### src/rtl/line_irq_pkg.sv
package line_irq_pkg;
  localparam int NSRC = 8;
  localparam int B_RING = 7;
  localparam int B_ROVL = 6;
  localparam int B_FRAME = 5;
  localparam int B_BILL = 4;
  localparam int B_DROP = 3;
  localparam int B_LCSAT = 2;
  localparam int B_LCCHG = 1;
  localparam int B_POL = 0;

  typedef enum logic [1:0] {
    A_STATUS = 2'd0,
    A_MASK   = 2'd1,
    A_CTRL   = 2'd2,
    A_OVL    = 2'd3
  } reg_addr_e;

  // Interrupt request term: any unmasked pending flag, gated by enable.
  function automatic logic irq_term(input logic [NSRC-1:0] stat,
                                    input logic [NSRC-1:0] mask,
                                    input logic en);
    return en & (|(stat & mask));
  endfunction

  // Flags to clear for a status write: every zero in the write data.
  function automatic logic [NSRC-1:0] clear_vec(input logic wr,
                                                input logic [NSRC-1:0] d);
    return wr ? ~d : '0;
  endfunction
endpackage

### src/rtl/irq_edge_det.sv
module irq_edge_det #(
  parameter int W = 4
) (
  input  logic         clk,
  input  logic         rst_n,
  input  logic [W-1:0] lvl,
  input  logic [W-1:0] both_en,
  output logic [W-1:0] evt
);
  logic [W-1:0] prev_q;

  always_ff @(posedge clk or negedge rst_n) begin
    if (!rst_n) prev_q <= '0;
    else        prev_q <= lvl;
  end

  for (genvar i = 0; i < W; i++) begin : g_edge
    logic rise, fall;
    assign rise = lvl[i] & ~prev_q[i];
    assign fall = ~lvl[i] & prev_q[i];
    assign evt[i] = rise | (both_en[i] & fall);
  end
endmodule

### src/rtl/irq_sticky_bank.sv
module irq_sticky_bank #(
  parameter int W = 8
) (
  input  logic         clk,
  input  logic         rst_n,
  input  logic [W-1:0] set_vec,
  input  logic [W-1:0] clr_vec,
  output logic [W-1:0] q
);
  for (genvar i = 0; i < W; i++) begin : g_bit
    always_ff @(posedge clk or negedge rst_n) begin
      if (!rst_n)          q[i] <= 1'b0;
      else if (set_vec[i]) q[i] <= 1'b1;
      else if (clr_vec[i]) q[i] <= 1'b0;
    end
  end
endmodule

### src/rtl/irq_regs.sv
module irq_regs
  import line_irq_pkg::*;
(
  input  logic            clk,
  input  logic            rst_n,
  input  logic [1:0]      bus_addr,
  input  logic            bus_wr,
  input  logic [7:0]      bus_wdata,
  input  logic [NSRC-1:0] stat,
  input  logic            ovl_stat,
  output logic [NSRC-1:0] mask_q,
  output logic            en_q,
  output logic            ring_both_q,
  output logic            stat_wr,
  output logic [7:0]      bus_rdata
);
  reg_addr_e addr;
  assign addr    = reg_addr_e'(bus_addr);
  assign stat_wr = bus_wr && (addr == A_STATUS);

  always_ff @(posedge clk or negedge rst_n) begin
    if (!rst_n) begin
      mask_q      <= '0;
      en_q        <= 1'b0;
      ring_both_q <= 1'b0;
    end else if (bus_wr) begin
      if (addr == A_MASK) mask_q <= bus_wdata[NSRC-1:0];
      if (addr == A_CTRL) begin
        en_q        <= bus_wdata[0];
        ring_both_q <= bus_wdata[1];
      end
    end
  end

  always_comb begin
    unique case (addr)
      A_STATUS: bus_rdata = stat;
      A_MASK:   bus_rdata = mask_q;
      A_CTRL:   bus_rdata = {6'd0, ring_both_q, en_q};
      A_OVL:    bus_rdata = {7'd0, ovl_stat};
      default:  bus_rdata = '0;
    endcase
  end
endmodule

### src/rtl/line_irq_status.sv
module line_irq_status
  import line_irq_pkg::*;
#(
  parameter int LCS_W = 8
) (
  input  logic             clk,
  input  logic             rst_n,
  input  logic             ring_active,
  input  logic             rx_overload,
  input  logic             frame_locked,
  input  logic             billing_tone,
  input  logic             supply_drop,
  input  logic [LCS_W-1:0] lcs_value,
  input  logic             lcs_change,
  input  logic             polarity_flip,
  input  logic [1:0]       bus_addr,
  input  logic             bus_wr,
  input  logic [7:0]       bus_wdata,
  output logic [7:0]       bus_rdata,
  output logic             irq
);
  localparam int NLVL = 4;

  // Named internal events, also observed by the checker.
  logic [NSRC-1:0] evt_vec, clr_vec, stat;
  logic [NSRC-1:0] mask_q;
  logic            en_q, ring_both_q, stat_wr;
  logic            lcs_sat, ovl_stat;
  logic [NLVL-1:0] lvl_in, lvl_both, lvl_evt;

  assign lcs_sat  = &lcs_value;
  assign lvl_in   = {ring_active, rx_overload, supply_drop, lcs_sat};
  assign lvl_both = {ring_both_q, 3'b000};

  irq_edge_det #(.W(NLVL)) u_edge (
    .clk(clk), .rst_n(rst_n), .lvl(lvl_in), .both_en(lvl_both), .evt(lvl_evt)
  );

  always_comb begin
    evt_vec          = '0;
    evt_vec[B_RING]  = lvl_evt[3];
    evt_vec[B_ROVL]  = lvl_evt[2];
    evt_vec[B_FRAME] = ~frame_locked;
    evt_vec[B_BILL]  = billing_tone;
    evt_vec[B_DROP]  = lvl_evt[1];
    evt_vec[B_LCSAT] = lvl_evt[0];
    evt_vec[B_LCCHG] = lcs_change;
    evt_vec[B_POL]   = polarity_flip;
  end

  assign clr_vec = clear_vec(stat_wr, bus_wdata[NSRC-1:0]);

  irq_sticky_bank #(.W(NSRC)) u_bank (
    .clk(clk), .rst_n(rst_n), .set_vec(evt_vec), .clr_vec(clr_vec), .q(stat)
  );

  // Companion overload status, tied to the clear of the overload flag.
  irq_sticky_bank #(.W(1)) u_ovl (
    .clk(clk), .rst_n(rst_n), .set_vec(evt_vec[B_ROVL]),
    .clr_vec(clr_vec[B_ROVL]), .q(ovl_stat)
  );

  irq_regs u_regs (
    .clk(clk), .rst_n(rst_n), .bus_addr(bus_addr), .bus_wr(bus_wr),
    .bus_wdata(bus_wdata), .stat(stat), .ovl_stat(ovl_stat),
    .mask_q(mask_q), .en_q(en_q), .ring_both_q(ring_both_q),
    .stat_wr(stat_wr), .bus_rdata(bus_rdata)
  );

  always_ff @(posedge clk or negedge rst_n) begin
    if (!rst_n) irq <= 1'b0;
    else        irq <= irq_term(stat, mask_q, en_q);
  end
endmodule

### config.mk
export PLATFORM = sky130hd
export DESIGN_NAME = line_irq_status
export DESIGN_NICKNAME = d
export VERILOG_FILES = /design/src/rtl/line_irq_pkg.sv /design/src/rtl/irq_edge_det.sv /design/src/rtl/irq_sticky_bank.sv /design/src/rtl/irq_regs.sv /design/src/rtl/line_irq_status.sv
export SDC_FILE = /design/constraint.sdc
export NUM_CORES = 1
export LEC_CHECK = 0
export BUFFER_PORTS_ARGS = -buffer_cell sky130_fd_sc_hd__buf_2
export CORE_MARGIN = 4
export CORE_UTILIZATION = 56
export CTS_BUF_LIST = sky130_fd_sc_hd__clkbuf_4 sky130_fd_sc_hd__clkbuf_8
export DETAILED_ROUTE_END_ITERATION = 6
export PLACE_DENSITY_LB_ADDON = 0.1
export SLEW_MARGIN = 0
export SYNTH_ARGS = -nofsm -noshare
export SYNTH_HDL_FRONTEND = slang
export SYNTH_HIERARCHICAL = 1
export SYNTH_SLANG_ARGS = --single-unit
### constraint.sdc
create_clock -name clk -period 1.6 [get_ports clk]
set_clock_uncertainty 0.1 [all_clocks]
set_input_delay 0.24 -clock clk [delete_from_list [all_inputs] [get_ports clk]]
set_output_delay 0.24 -clock clk [all_outputs]
set_load 0.01 [all_outputs]
Yosys cells after proc, flatten, opt, wreduce, memory -nomap -nowiden
Index checks and enable logic that the tools add are counted.

Eq/ne operators: 4. Mux-type cells: 18. Bitwise gates (word level): 15. Reduce and logical (&&, ||, !) cells: 13.

Operator list (number): $pmux 8 s4 (1); $mux 1 (16); $reduce_bool 2->1 (7); $and 8x8->8 (1); $mux 8 (1); $not 8->8 (1); $reduce_and 8->1 (1); $reduce_or 8->1 (1); $and 1x1->1 (7); $not 1->1 (5); $eq 2x2->1 const B (2); $reduce_and 2->1 (2); $eq 2x1->1 const B (1); $logic_not 2->1 (1); $ne 2x1->1 const B (1); $logic_and 1x1->1 (1); $or 1x1->1 (1).

Register bits after elaboration: 23. Input port bits: 28. Logic and storage cells: 63.

Depth between registers and ports, before layout
Depth after elaboration: 5. Depth in mapped cells: 5. Mapped depth without buffers: 4.

Hierarchy
The synthesis kept the hierarchy.

Modules (own cells, without submodules): irq_regs (instances 1, cells an instance 41, area an instance 565.5 µm²); irq_sticky_bank (u_bank) (instances 1, cells an instance 24, area an instance 290.3 µm²); irq_edge_det (instances 1, cells an instance 13, area an instance 161.4 µm²); line_irq_status (instances 1, cells an instance 20, area an instance 141.4 µm²); irq_sticky_bank (u_ovl) (instances 1, cells an instance 3, area an instance 36.3 µm²).

Worst setup path before layout
Ideal clock, no wire load.

Path kind: input to register. Start: input port bus_addr[1]. End: register u_bank.q[6]. Setup time: 0.118 ns. Data arrival time: 1.176 ns. Required time: 1.382 ns. Setup slack: 0.206 ns. Cell stages on the path: 5. Cell sequence: buf_2 > nor3b_1 > nor2b_1 > inv_1 > a21o_1.

Cells in the longest elaborated chain, start to end: 4.

RTL lines: start: declaration (line line_irq_status.sv:16) `input logic [1:0] bus_addr,`; $logic_not 2->1 (line irq_regs.sv:19) `assign stat_wr = bus_wr && (addr == A_STATUS);`; $logic_and 1x1->1 (line irq_regs.sv:19); net stat_wr (line line_irq_status.sv:27) `logic en_q, ring_both_q, stat_wr;`; $mux 8 (line line_irq_pkg.sv:29) `return wr ? ~d : '0;`; net clr_vec[6] (line line_irq_status.sv:25) `logic [NSRC-1:0] evt_vec, clr_vec, stat;`; $reduce_bool 2->1 (no line); end signal: indexed assignment (line irq_sticky_bank.sv:12) `if (!rst_n) q[i] <= 1'b0;`; end signal: indexed assignment (line irq_sticky_bank.sv:13) `else if (set_vec[i]) q[i] <= 1'b1;`; end signal: indexed assignment (line irq_sticky_bank.sv:14) `else if (clr_vec[i]) q[i] <= 1'b0;`; end: declaration (line irq_sticky_bank.sv:8) `output logic [W-1:0] q`.

The timed path passes the listed nets, and every way through them passes these cells. A chain may end at the register's enable or synchronous reset.

Worst setup path after layout
Start: register u_regs.en_q. End: output port bus_rdata[0].

Cells in the longest elaborated chain, start to end: 1.

RTL lines: start: declaration (line irq_regs.sv:12) `output logic en_q,`; start signal: assignment (line irq_regs.sv:29) `en_q <= bus_wdata[0];`; $pmux 8 s4 (line irq_regs.sv:36) `unique case (addr)`; end: declaration (line line_irq_status.sv:19) `output logic [7:0] bus_rdata,`.

No other way between the ends.

==> metrics.cfg <==
[floorplanning]
die_y_um = 54.2
num_io_pins = 37
start_util_pct = 59.7
dieWidth_um = 54.2
row_count = 16
die_area_um2 = 2940
coreArea_um2 = 2000

[critical_path]
slowest_stage = mux4_2
path_max_fanout = 2
end_kind = output pin
path_buf_inv = 1
cpPeakStageDelay_ns = 0.47
critPathLaunchType = flop
crit_family = multiplexers
critPathRequiredTime_ns = 1.26
cp_cell_sequence = mux4_2 > buf_6
critPathArrivalTime_ns = 1.34
worstSetupPathType = reg2out

[detailed_routing]
via_per_inst = 5.08
num_vias = 919
dr.pass1.iters = 2
finalWirelength_mm = 2.52
ant_nets = 0
wl_per_cell_um = 13.9
drcViolationCount = 0
drt-initial-drc-count = 13

[cts]
clk_latency_ns = 0.31
clock_sinks = 24
cts_root_buf = clkbuf_4
cts_made_buffers = 3
cts.reportedPaths.clkPinSlew_ns = 0.13
clock_path_buffers = 2
cts.htree.levels = 1
cts_tree = yes

[final_layout]
area_growth_pct = 29.8
drive_gt1_share_pct = 39.6
fill_cells = 148
final_nets = 183
fin_area_um2 = 1550
diodes = 0
final_cell_mix = 35 x buf_2, 24 x dfrtp_1, 12 x inv_1
final_common_cell = buf_2
final_util_pct = 77.5

[grt]
grt_use_total_pct = 20.1
grt_antenna_before_repair = 0
grt_pass1_wl_mm = 4.18
grt_pass1_vias = 955
grt.overflow.total = 0
grt_max_degree = 25

[synthesis]
ys_warn_count = 6
syn-cell-area_um2 = 1190
synth_cells = 101
synth_seq_cells = 24
synthDistinctLibCells = 21
avgSynthCellArea_um2 = 11.8
yosysSeqAreaShare_pct = 50.3

[power_and_ir_drop]
p_int_w = 0.000993
p_sw_w = 0.000360
p_per_area_nw_per_um2 = 872
pwr-share-seq_pct = 53.7
p_sw_share_pct = 26.6
ir_drop_mv = 0.609
leakage_nw = 0.767
p_total_w = 0.00135
pwr-share-clk_pct = 23.6
p_comb_share_pct = 22.7

[sta]
slew_viol_final = 0
post-route-period-util_pct = 105
layout_setup_ws_ns = -0.0808
relSlewSlack_pct = 64.3
hold_viol = 0
max_freq_mhz = 595
rsz0062_at_grt = true
holdWs_ns = 0.0197
setup_viol = 1
tightest_slew_ns = 0.536
period_needed_ns = 1.68
fin_tns_setup_ns = -0.0808

[run_status]
violations = setup timing
status = finished with violations

[placement]
place.port_buffers = 36
gp_congestion = 0.808
post-dp-hpwl_mm = 1.82
post_dp_cell_area_um2 = 1420

[run]
drv_cap = 0

[hold_path]
hold_path_class = in2reg

==> layout make-up <==
| cell class | instances | area, um^2 | share of cell area, % |
|---|---|---|---|
| multi-input cells | 65 | 537 | 34.6 |
| repair buffers | 49 | 299 | 19.3 |
| clock buffers | 4 | 36.3 | 2.34 |
| inverters | 12 | 45.0 | 2.90 |
| flip-flops and latches | 24 | 601 | 38.7 |
| well taps | 27 | 33.8 | 2.18 |
==> state kept, by name (all words and copies together), names as in the netlist <==
register / count
irq: 1
u_bank/q: 8
u_edge/prev_q: 4
u_ovl/q: 1
u_regs/en_q: 1
u_regs/mask_q: 8
u_regs/ring_both_q: 1
==> cells in the mapped netlist <==
cell type  count  share of area [%]
dfrtp_1       24                 50
inv_1         12                3.8
mux2i_1       10                8.4
a21o_1         9                5.7
mux2_2         8                7.5
nor2b_1        8                4.2
nor2_1         7                2.2
a22oi_1        4                2.5
nand2_1        3               0.94
mux2_4         2                2.5
nand3b_1       2                1.3
nand3b_4       2                3.4
nand4_1        2                1.0
a41oi_1        1               0.73
buf_2          1               0.42
buf_6          1               0.94
conb_1         1               0.31
mux4_1         1                2.2
nor3b_1        1               0.63
o21ai_0        1               0.42
o21ai_2        1               0.73
==> through the flow <==
| step | setup WS (ns) | std cells |
|---|---|---|
| after CTS | -0.0798 | 180 |
| after floorplan | 0.206 | 103 |
| final | -0.0808 | 181 |
| after global placement | 0.162 | 167 |
| after detailed placement | 0.149 | 167 |
| after global routing | -0.119 | 181 |
==> routing by layer <==
metal | part of all wire [%] | vias to the layer above | GRT usage [%]
li1 | - | 448 | -
met1 | 44 | 439 | 24.8
met2 | 49 | 28 | 34.9
met3 | 5.5 | 4 | 2.49
met4 | 1.5 | 0 | 8.71
met5 | 0 | - | 0
==> power groups by stage <==
stage / Sequential, W / Combinational [W] / Clock (W)
CTS: 0.000724 / 0.000301 / 0.000327
finish: 0.000726 / 0.000307 / 0.000319
global route: 0.000733 / 0.000338 / 0.000355
global placement: 0.000734 / 0.000262 / 0
floorplan: 0.000726 / 0.000163 / 0
detailed placement: 0.000738 / 0.000271 / 0
==> path summary, 6_finish.rpt <==
path / startpoint / to / slack [ns] / depth (start not counted)
max reg2reg: u_bank/q[0]$_DFFE_PN0P_ / irq$_DFF_PN0_ / 0.52 / 3
min: polarity_flip / u_bank/q[0]$_DFFE_PN0P_ / 0.02 / 2
max in group asynchronous: rst_n / u_bank/q[7]$_DFFE_PN0P_ / 0.71 / 2
min reg2reg: u_bank/q[7]$_DFFE_PN0P_ / u_bank/q[7]$_DFFE_PN0P_ / 0.43 / 1
min in group asynchronous: rst_n / u_regs/en_q$_DFFE_PN0P_ / 0.33 / 2
max: u_regs/en_q$_DFFE_PN0P_ / bus_rdata[0] / -0.08 / 2
==> timing repair <==
action                                  in CTS  in global routing
hold buffers                                 6                  0
hold endpoints to repair                    29                  0
buffers inserted                             3                  1
gates resized for setup                      1                  1
endpoints found under the setup margin       1                  1
pin swaps                                    0                  0
==> kinds of logic after synthesis <==
logic type             count (synthesis)  synth area share, %
AND/OR/NAND/NOR                       25                 13.6
flip-flops                            24                 50.3
multiplexers                          21                 20.6
AO/OA/AOI/OAI                         16                 10.1
buffers and inverters                 14                 5.13
other                                  1                0.314
No activity file was read; power rests on OpenSTA's default activity.
